--- config.mk ---
export PLATFORM = sky130hd
export DESIGN_NAME = banked_regfile
export DESIGN_NICKNAME = d
export VERILOG_FILES = /design/src/rtl/bankrf_pkg.sv /design/src/rtl/bank_map.sv /design/src/rtl/bank_storage.sv /design/src/rtl/banked_regfile.sv
export SDC_FILE = /design/constraint.sdc
export NUM_CORES = 2
export LEC_CHECK = 0
export CAP_MARGIN = 30
export CORE_MARGIN = 2
export CORE_UTILIZATION = 61
export DETAILED_ROUTE_END_ITERATION = 10
export PLACE_DENSITY_LB_ADDON = 0.3
export SKIP_LAST_GASP = 1
export SYNTH_ARGS = -nofsm -noshare
export SYNTH_HDL_FRONTEND = slang
export SYNTH_SLANG_ARGS = --single-unit
--- constraint.sdc ---
create_clock -name clk -period 6.58 [get_ports clk]
set_input_delay 1.645 -clock clk [delete_from_list [all_inputs] [get_ports clk]]
set_output_delay 1.645 -clock clk [all_outputs]
set_load 0.02 [all_outputs]
--- src/rtl/bankrf_pkg.sv ---
package bankrf_pkg;

    typedef enum logic [1:0] {
        MODE_USR = 2'd0,
        MODE_FIQ = 2'd1,
        MODE_IRQ = 2'd2,
        MODE_SVC = 2'd3
    } cpu_mode_e;

    localparam int ARCH_W     = 4;
    localparam int PC_NUM     = 15;
    localparam int FIQ_LO     = 8;
    localparam int SP_NUM     = 13;
    localparam int LR_NUM     = 14;
    localparam int USR_SLOTS  = PC_NUM;               // user R0..R14
    localparam int FIQ_SLOTS  = PC_NUM - FIQ_LO;      // FIQ R8..R14
    localparam int PRIV_SLOTS = PC_NUM - SP_NUM;      // R13, R14
    localparam int FIQ_BASE   = USR_SLOTS;
    localparam int IRQ_BASE   = FIQ_BASE + FIQ_SLOTS;
    localparam int SVC_BASE   = IRQ_BASE + PRIV_SLOTS;
    localparam int PHYS_SLOTS = SVC_BASE + PRIV_SLOTS;
    localparam int SLOT_W     = $clog2(PHYS_SLOTS);

    typedef logic [SLOT_W-1:0] slot_t;
    typedef logic [ARCH_W-1:0] rnum_t;

    // Physical slot behind an architectural number in a given mode.
    function automatic slot_t map_slot(input cpu_mode_e m, input rnum_t n);
        int idx;
        idx = int'(n);
        if (n >= rnum_t'(FIQ_LO) && n < rnum_t'(PC_NUM)) begin
            unique case (m)
                MODE_FIQ: idx = FIQ_BASE + int'(n) - FIQ_LO;
                MODE_IRQ: if (n >= rnum_t'(SP_NUM)) idx = IRQ_BASE + int'(n) - SP_NUM;
                MODE_SVC: if (n >= rnum_t'(SP_NUM)) idx = SVC_BASE + int'(n) - SP_NUM;
                default:  idx = int'(n);
            endcase
        end
        if (n == rnum_t'(PC_NUM)) idx = 0;
        return slot_t'(idx);
    endfunction

endpackage

--- src/rtl/bank_map.sv ---
module bank_map
    import bankrf_pkg::*;
(
    input  cpu_mode_e mode,
    input  rnum_t     num,
    output slot_t     slot,
    output logic      to_pc
);

    always_comb begin
        to_pc = (num == rnum_t'(PC_NUM));
        slot  = map_slot(mode, num);
    end

endmodule

--- src/rtl/bank_storage.sv ---
module bank_storage #(
    parameter int DW    = 32,
    parameter int SLOTS = 26,
    localparam int SW   = $clog2(SLOTS)
) (
    input  logic          clk,
    input  logic          rst_n,
    input  logic          wr_en,
    input  logic [SW-1:0] wr_slot,
    input  logic [DW-1:0] wr_data,
    input  logic          lk_en,
    input  logic [SW-1:0] lk_slot,
    input  logic [DW-1:0] lk_data,
    input  logic [SW-1:0] rd_a_slot,
    input  logic [SW-1:0] rd_b_slot,
    output logic [DW-1:0] rd_a_q,
    output logic [DW-1:0] rd_b_q
);

    typedef struct packed {
        logic [SLOTS-1:0][DW-1:0] regs;
    } store_t;

    store_t st_d, st_q;

    always_comb begin
        st_d = st_q;
        if (wr_en) st_d.regs[wr_slot] = wr_data;
        // link port is applied last so it wins a collision
        if (lk_en) st_d.regs[lk_slot] = lk_data;
    end

    always_ff @(posedge clk or negedge rst_n) begin
        if (!rst_n) st_q <= '0;
        else        st_q <= st_d;
    end

    always_comb begin
        rd_a_q = st_q.regs[rd_a_slot];
        rd_b_q = st_q.regs[rd_b_slot];
    end

    assert_reset_zero_R1: assert property (@(posedge clk) disable iff (!rst_n)
        $rose(rst_n) |-> (st_q == '0))
        else $error("storage not cleared by reset");

    assert_write_lands_R5: assert property (@(posedge clk) disable iff (!rst_n)
        (wr_en && !(lk_en && lk_slot == wr_slot)) |=> (st_q.regs[$past(wr_slot)] == $past(wr_data)))
        else $error("normal write lost");

    assert_link_lands_R6: assert property (@(posedge clk) disable iff (!rst_n)
        lk_en |=> (st_q.regs[$past(lk_slot)] == $past(lk_data)))
        else $error("link write lost");

    assert_link_wins_R7: assert property (@(posedge clk) disable iff (!rst_n)
        (wr_en && lk_en && wr_slot == lk_slot) |=> (st_q.regs[$past(lk_slot)] == $past(lk_data)))
        else $error("link write did not win collision");

    for (genvar i = 0; i < SLOTS; i++) begin : g_hold
        assert_untouched_R9: assert property (@(posedge clk) disable iff (!rst_n)
            (!(wr_en && wr_slot == SW'(i)) && !(lk_en && lk_slot == SW'(i)))
            |=> $stable(st_q.regs[i]))
            else $error("slot %0d changed without a write", i);
    end

endmodule

--- src/rtl/banked_regfile.sv ---
module banked_regfile
    import bankrf_pkg::*;
#(
    parameter int DW = 32
) (
    input  logic          clk,
    input  logic          rst_n,
    input  logic [1:0]    mode,
    input  logic [3:0]    rd_a_sel,
    output logic [DW-1:0] rd_a_data,
    input  logic [3:0]    rd_b_sel,
    output logic [DW-1:0] rd_b_data,
    input  logic          wr_en,
    input  logic [3:0]    wr_sel,
    input  logic [DW-1:0] wr_data,
    input  logic          lnk_en,
    input  logic [1:0]    lnk_mode,
    input  logic [DW-1:0] lnk_data,
    input  logic [DW-1:0] pc_value,
    output logic          pc_wr_en,
    output logic [DW-1:0] pc_wr_data
);

    cpu_mode_e cur_mode;
    slot_t     slot_a, slot_b, slot_w, slot_l;
    logic      pc_a, pc_b, pc_w;
    logic      store_we;
    logic [DW-1:0] q_a, q_b;

    assign cur_mode = cpu_mode_e'(mode);

    bank_map i_map_a (.mode(cur_mode), .num(rd_a_sel), .slot(slot_a), .to_pc(pc_a));
    bank_map i_map_b (.mode(cur_mode), .num(rd_b_sel), .slot(slot_b), .to_pc(pc_b));
    bank_map i_map_w (.mode(cur_mode), .num(wr_sel),   .slot(slot_w), .to_pc(pc_w));

    always_comb begin
        slot_l     = map_slot(cpu_mode_e'(lnk_mode), rnum_t'(LR_NUM));
        store_we   = wr_en && !pc_w;
        pc_wr_en   = wr_en && pc_w;
        pc_wr_data = wr_data;
        rd_a_data  = pc_a ? pc_value : q_a;
        rd_b_data  = pc_b ? pc_value : q_b;
    end

    bank_storage #(.DW(DW), .SLOTS(PHYS_SLOTS)) i_store (
        .clk      (clk),
        .rst_n    (rst_n),
        .wr_en    (store_we),
        .wr_slot  (slot_w),
        .wr_data  (wr_data),
        .lk_en    (lnk_en),
        .lk_slot  (slot_l),
        .lk_data  (lnk_data),
        .rd_a_slot(slot_a),
        .rd_b_slot(slot_b),
        .rd_a_q   (q_a),
        .rd_b_q   (q_b)
    );

    assert_user_unbanked_R3: assert property (@(posedge clk) disable iff (!rst_n)
        (mode == 2'd0 && rd_a_sel != 4'd15) |-> (int'(slot_a) == int'(rd_a_sel)))
        else $error("user mode reached banked storage");

    assert_low_shared_R2: assert property (@(posedge clk) disable iff (!rst_n)
        (rd_a_sel < 4'd8) |-> (int'(slot_a) == int'(rd_a_sel)))
        else $error("low register banked");

    assert_pc_bypass_R8: assert property (@(posedge clk) disable iff (!rst_n)
        (wr_en && wr_sel == 4'd15) |-> (pc_wr_en && !store_we))
        else $error("register 15 write reached storage");

    assert_pc_quiet_R8: assert property (@(posedge clk) disable iff (!rst_n)
        (wr_sel != 4'd15) |-> !pc_wr_en)
        else $error("pc write raised for ordinary register");

endmodule

==> results.cfg <==
[global_routing]
first_global_vias = 50200
grtUsageTotal = 0.525
grt_start_max_net_pins = 155
gr-total-overflow = 0
grt_pass1_wl_um = 330000
antenna_found_initial = 32

[detailed_routing]
wl_per_cell_um = 32.1
wirelength_um = 228000
vias = 51800
viasPerCell = 7.28
drt_iter0_markers = 8661
drt_pass1_iterations = 11
final_antenna_net_count = 0
drc = 11

[timing]
max_freq_mhz = 150
maxSlewViolCount = 0
min_period_over_period = 1.01
finalSetupTns_ns = -0.0937
worst_clock_skew_ns = 0
setup_ws_ns = -0.0674
final-setup-viol-count = 2
final-hold-violation-count = 0
min_period_ns = 6.65
rsz0062_at_grt = yes
slew-limit-headroom = 0.245
worst_slew_pin_slew_ns = 1.13

[setup_path]
startpoint_type = primary input
worst_setup_path_end_kind = output pin
setup.worst_path.class = primary input to output pin
crit_fanout = 25
arrival_ns = 5.00
required_ns = 4.93

[synthesis]
syn_inst = 5626
synthesis.area_um2 = 50800
yosys-top-cells-area = dfrtp_1 41%, mux2i_1 10%, nand2_1 9.9%
postSynthAreaPerCell_um2 = 9.04
yosysTopAreaCellShare = 0.409
yosysTopAreaCell = dfrtp_1
yosys_most_used_dff = dfrtp_1
synth_seq_cells = 832
ys_warn_count = 0
async_reset_ff_frac = 1.00
ys_types = 70
syn_nets = 5759
synth_edf_count = 0
ys_seq_area_frac = 0.409

[power]
irDropWorstVdd_mv = 0.303
swShare = 0.362
cellPowerDensity_nw_per_um2 = 314
clockPowerShare = 0.277
power_frac_comb = 0.327
intPower_w = 0.0124
static-leakage-power_nw = 27.0
power_switching_w = 0.00705
sequentialPowerShare = 0.396

[hold_path]
hold_class = flop to flop

[die]
dieHeight_um = 293
rows = 105
core_region_area_um2 = 82400
die_x_um = 293
start_util = 0.617
io_pins = 213
die_area_um2 = 85700

[final_layout]
nets = 6092
final_common_cell = nand2_1
multi_input_area_um2 = 28300
seq_area_um2 = 20800
final_util = 0.755
fill_cells = 5634
mostFrequentLayoutCells = 1335 x nand2_1, 832 x dfrtp_1, 529 x buf_4, 522 x mux2i_1, 436 x mux2_2
drive_gt1_frac = 0.246
area_growth_pct = 22.2

[clock_network]
hold_buffers = 0
cts-root-buf = clkbuf_16
tritoncts = built
clockBufferDepth = 3
clk-insertion-delay-late_ns = 0.68
ctsHtreeMaxLevel = 3
cts-buffers-inserted = 89
cts.sinks = 832
cts.clk_slew.worst_paths_ns = 0.06

[placed_design]
dp_hpwl_um = 145000
place.gp.congestion = 1.04
numPortBuffers = 212

[status]
violations = DRC, setup timing
status = finished, violations left

[flow_run]
maxCapViolCount = 0
## worst paths after layout
kind	from	to	slack [ns]	depth (start not counted)
hold reg to reg	flop	flop	0.52	1
setup / recovery	rd_a_sel[1]	rd_a_data[22]	-0.07	16
max in group asynchronous	rst_n	asynchronous set/reset pin	4.15	2
hold / removal	flop	flop	0.52	1
min in group asynchronous	rst_n	i_store.st_q[203]	1.00	1
setup reg to reg	i_store.st_q[765]	i_store.st_q[765]	5.68	2
## cells in the mapped netlist, drive strengths merged (2+ instances only)
cell,number
nand2,1339
dfrtp,832
mux2,544
mux2i,525
clkbuf,335
nand3,312
buf,288
o21ai,269
a21oi,179
nor2,178
a31oi,151
and3,119
a211oi,74
a221oi,69
a32oi,68
a22o,64
o22ai,53
a222oi,42
a21o,28
a2111oi,18
ha,17
a221o,15
inv,13
o221ai,13
and2,10
nand2b,8
nor3,8
nand3b,5
nand4b,4
or2,4
or3,4
nor4,3
o21a,3
o31a,3
o31ai,3
xnor2,3
a21boi,2
a22oi,2
nor2b,2
nor3b,2
o211ai,2
## layer usage
metal  vias up  wire length [um]  track usage
met1     24400             73600        0.617
li1      20700                 -            -
met4        22             25400        0.456
met5         -               155       0.0125
met2      4850             90200        0.718
met3      1753             38800        0.244
## through the flow
stage	cells	setup WS, ns	area [um2]	total power (W)	hold WS, ns
CTS	7079	-0.121	61800	0.0190	0.520
finish	7115	-0.0674	62200	0.0195	0.520
floorplan	5626	0.0118	51000	0.0109	0.480
global route	7103	-0.0853	62100	0.0201	0.534
detailed placement	6869	-1.11	57700	0.0135	0.502
global placement	6866	-1.09	57600	0.0133	0.492
## worst max-delay path, cell delays in order
cell and delay [ns]:
dlygate4sd2_1 0.25, buf_4 0.15, ha_1 0.21, and3_1 0.23, or4_4 0.65, buf_4 0.20
buf_12 0.12, buf_12 0.15, buf_12 0.17, nand2_1 0.08, nand3_1 0.08, and3_1 0.22
a211oi_2 0.26, buf_4 0.17, a211oi_2 0.04, dlygate4sd2_1 0.34
## power groups by stage
stage / logic [W] / registers, W / clock network (W)
finish: 0.00638 / 0.00771 / 0.00539
global route: 0.00668 / 0.00785 / 0.00556
CTS: 0.00605 / 0.00765 / 0.00535
detailed placement: 0.00583 / 0.00771 / 0
global placement: 0.00564 / 0.00765 / 0
floorplan: 0.00362 / 0.00731 / 0
## final cells by class
cell class / instances / area share
Sequential cell: 832 / 0.335
Clock buffer: 121 / 0.0402
Clock inverter: 35 / 0.00859
Antenna cell: 21 / 0.000845
Multi-Input combinational cell: 4158 / 0.456
Timing Repair Buffer: 865 / 0.137
Inverter: 13 / 0.000785
Tap cell: 1070 / 0.0215
## repair_timing
action | in CTS | in global routing
gates cloned | 5 | 2
resized for setup | 250 | 66
buffers inserted | 50 | 14
pin swaps | 35 | 16
setup endpoints to repair | 64 | 58
## logic make-up after synthesis
group                    after synthesis  share of synthesized area
AO/OA/AOI/OAI                       1065                      0.140
XOR/XNOR                               3                   0.000517
adder cells (fa/ha/maj)               18                    0.00438
buffers and inverters                636                     0.0565
flip-flops                           832                      0.409
multiplexers                        1069                      0.224
AND/OR/NAND/NOR                     2003                      0.166
(Power assumes the default switching activity.)
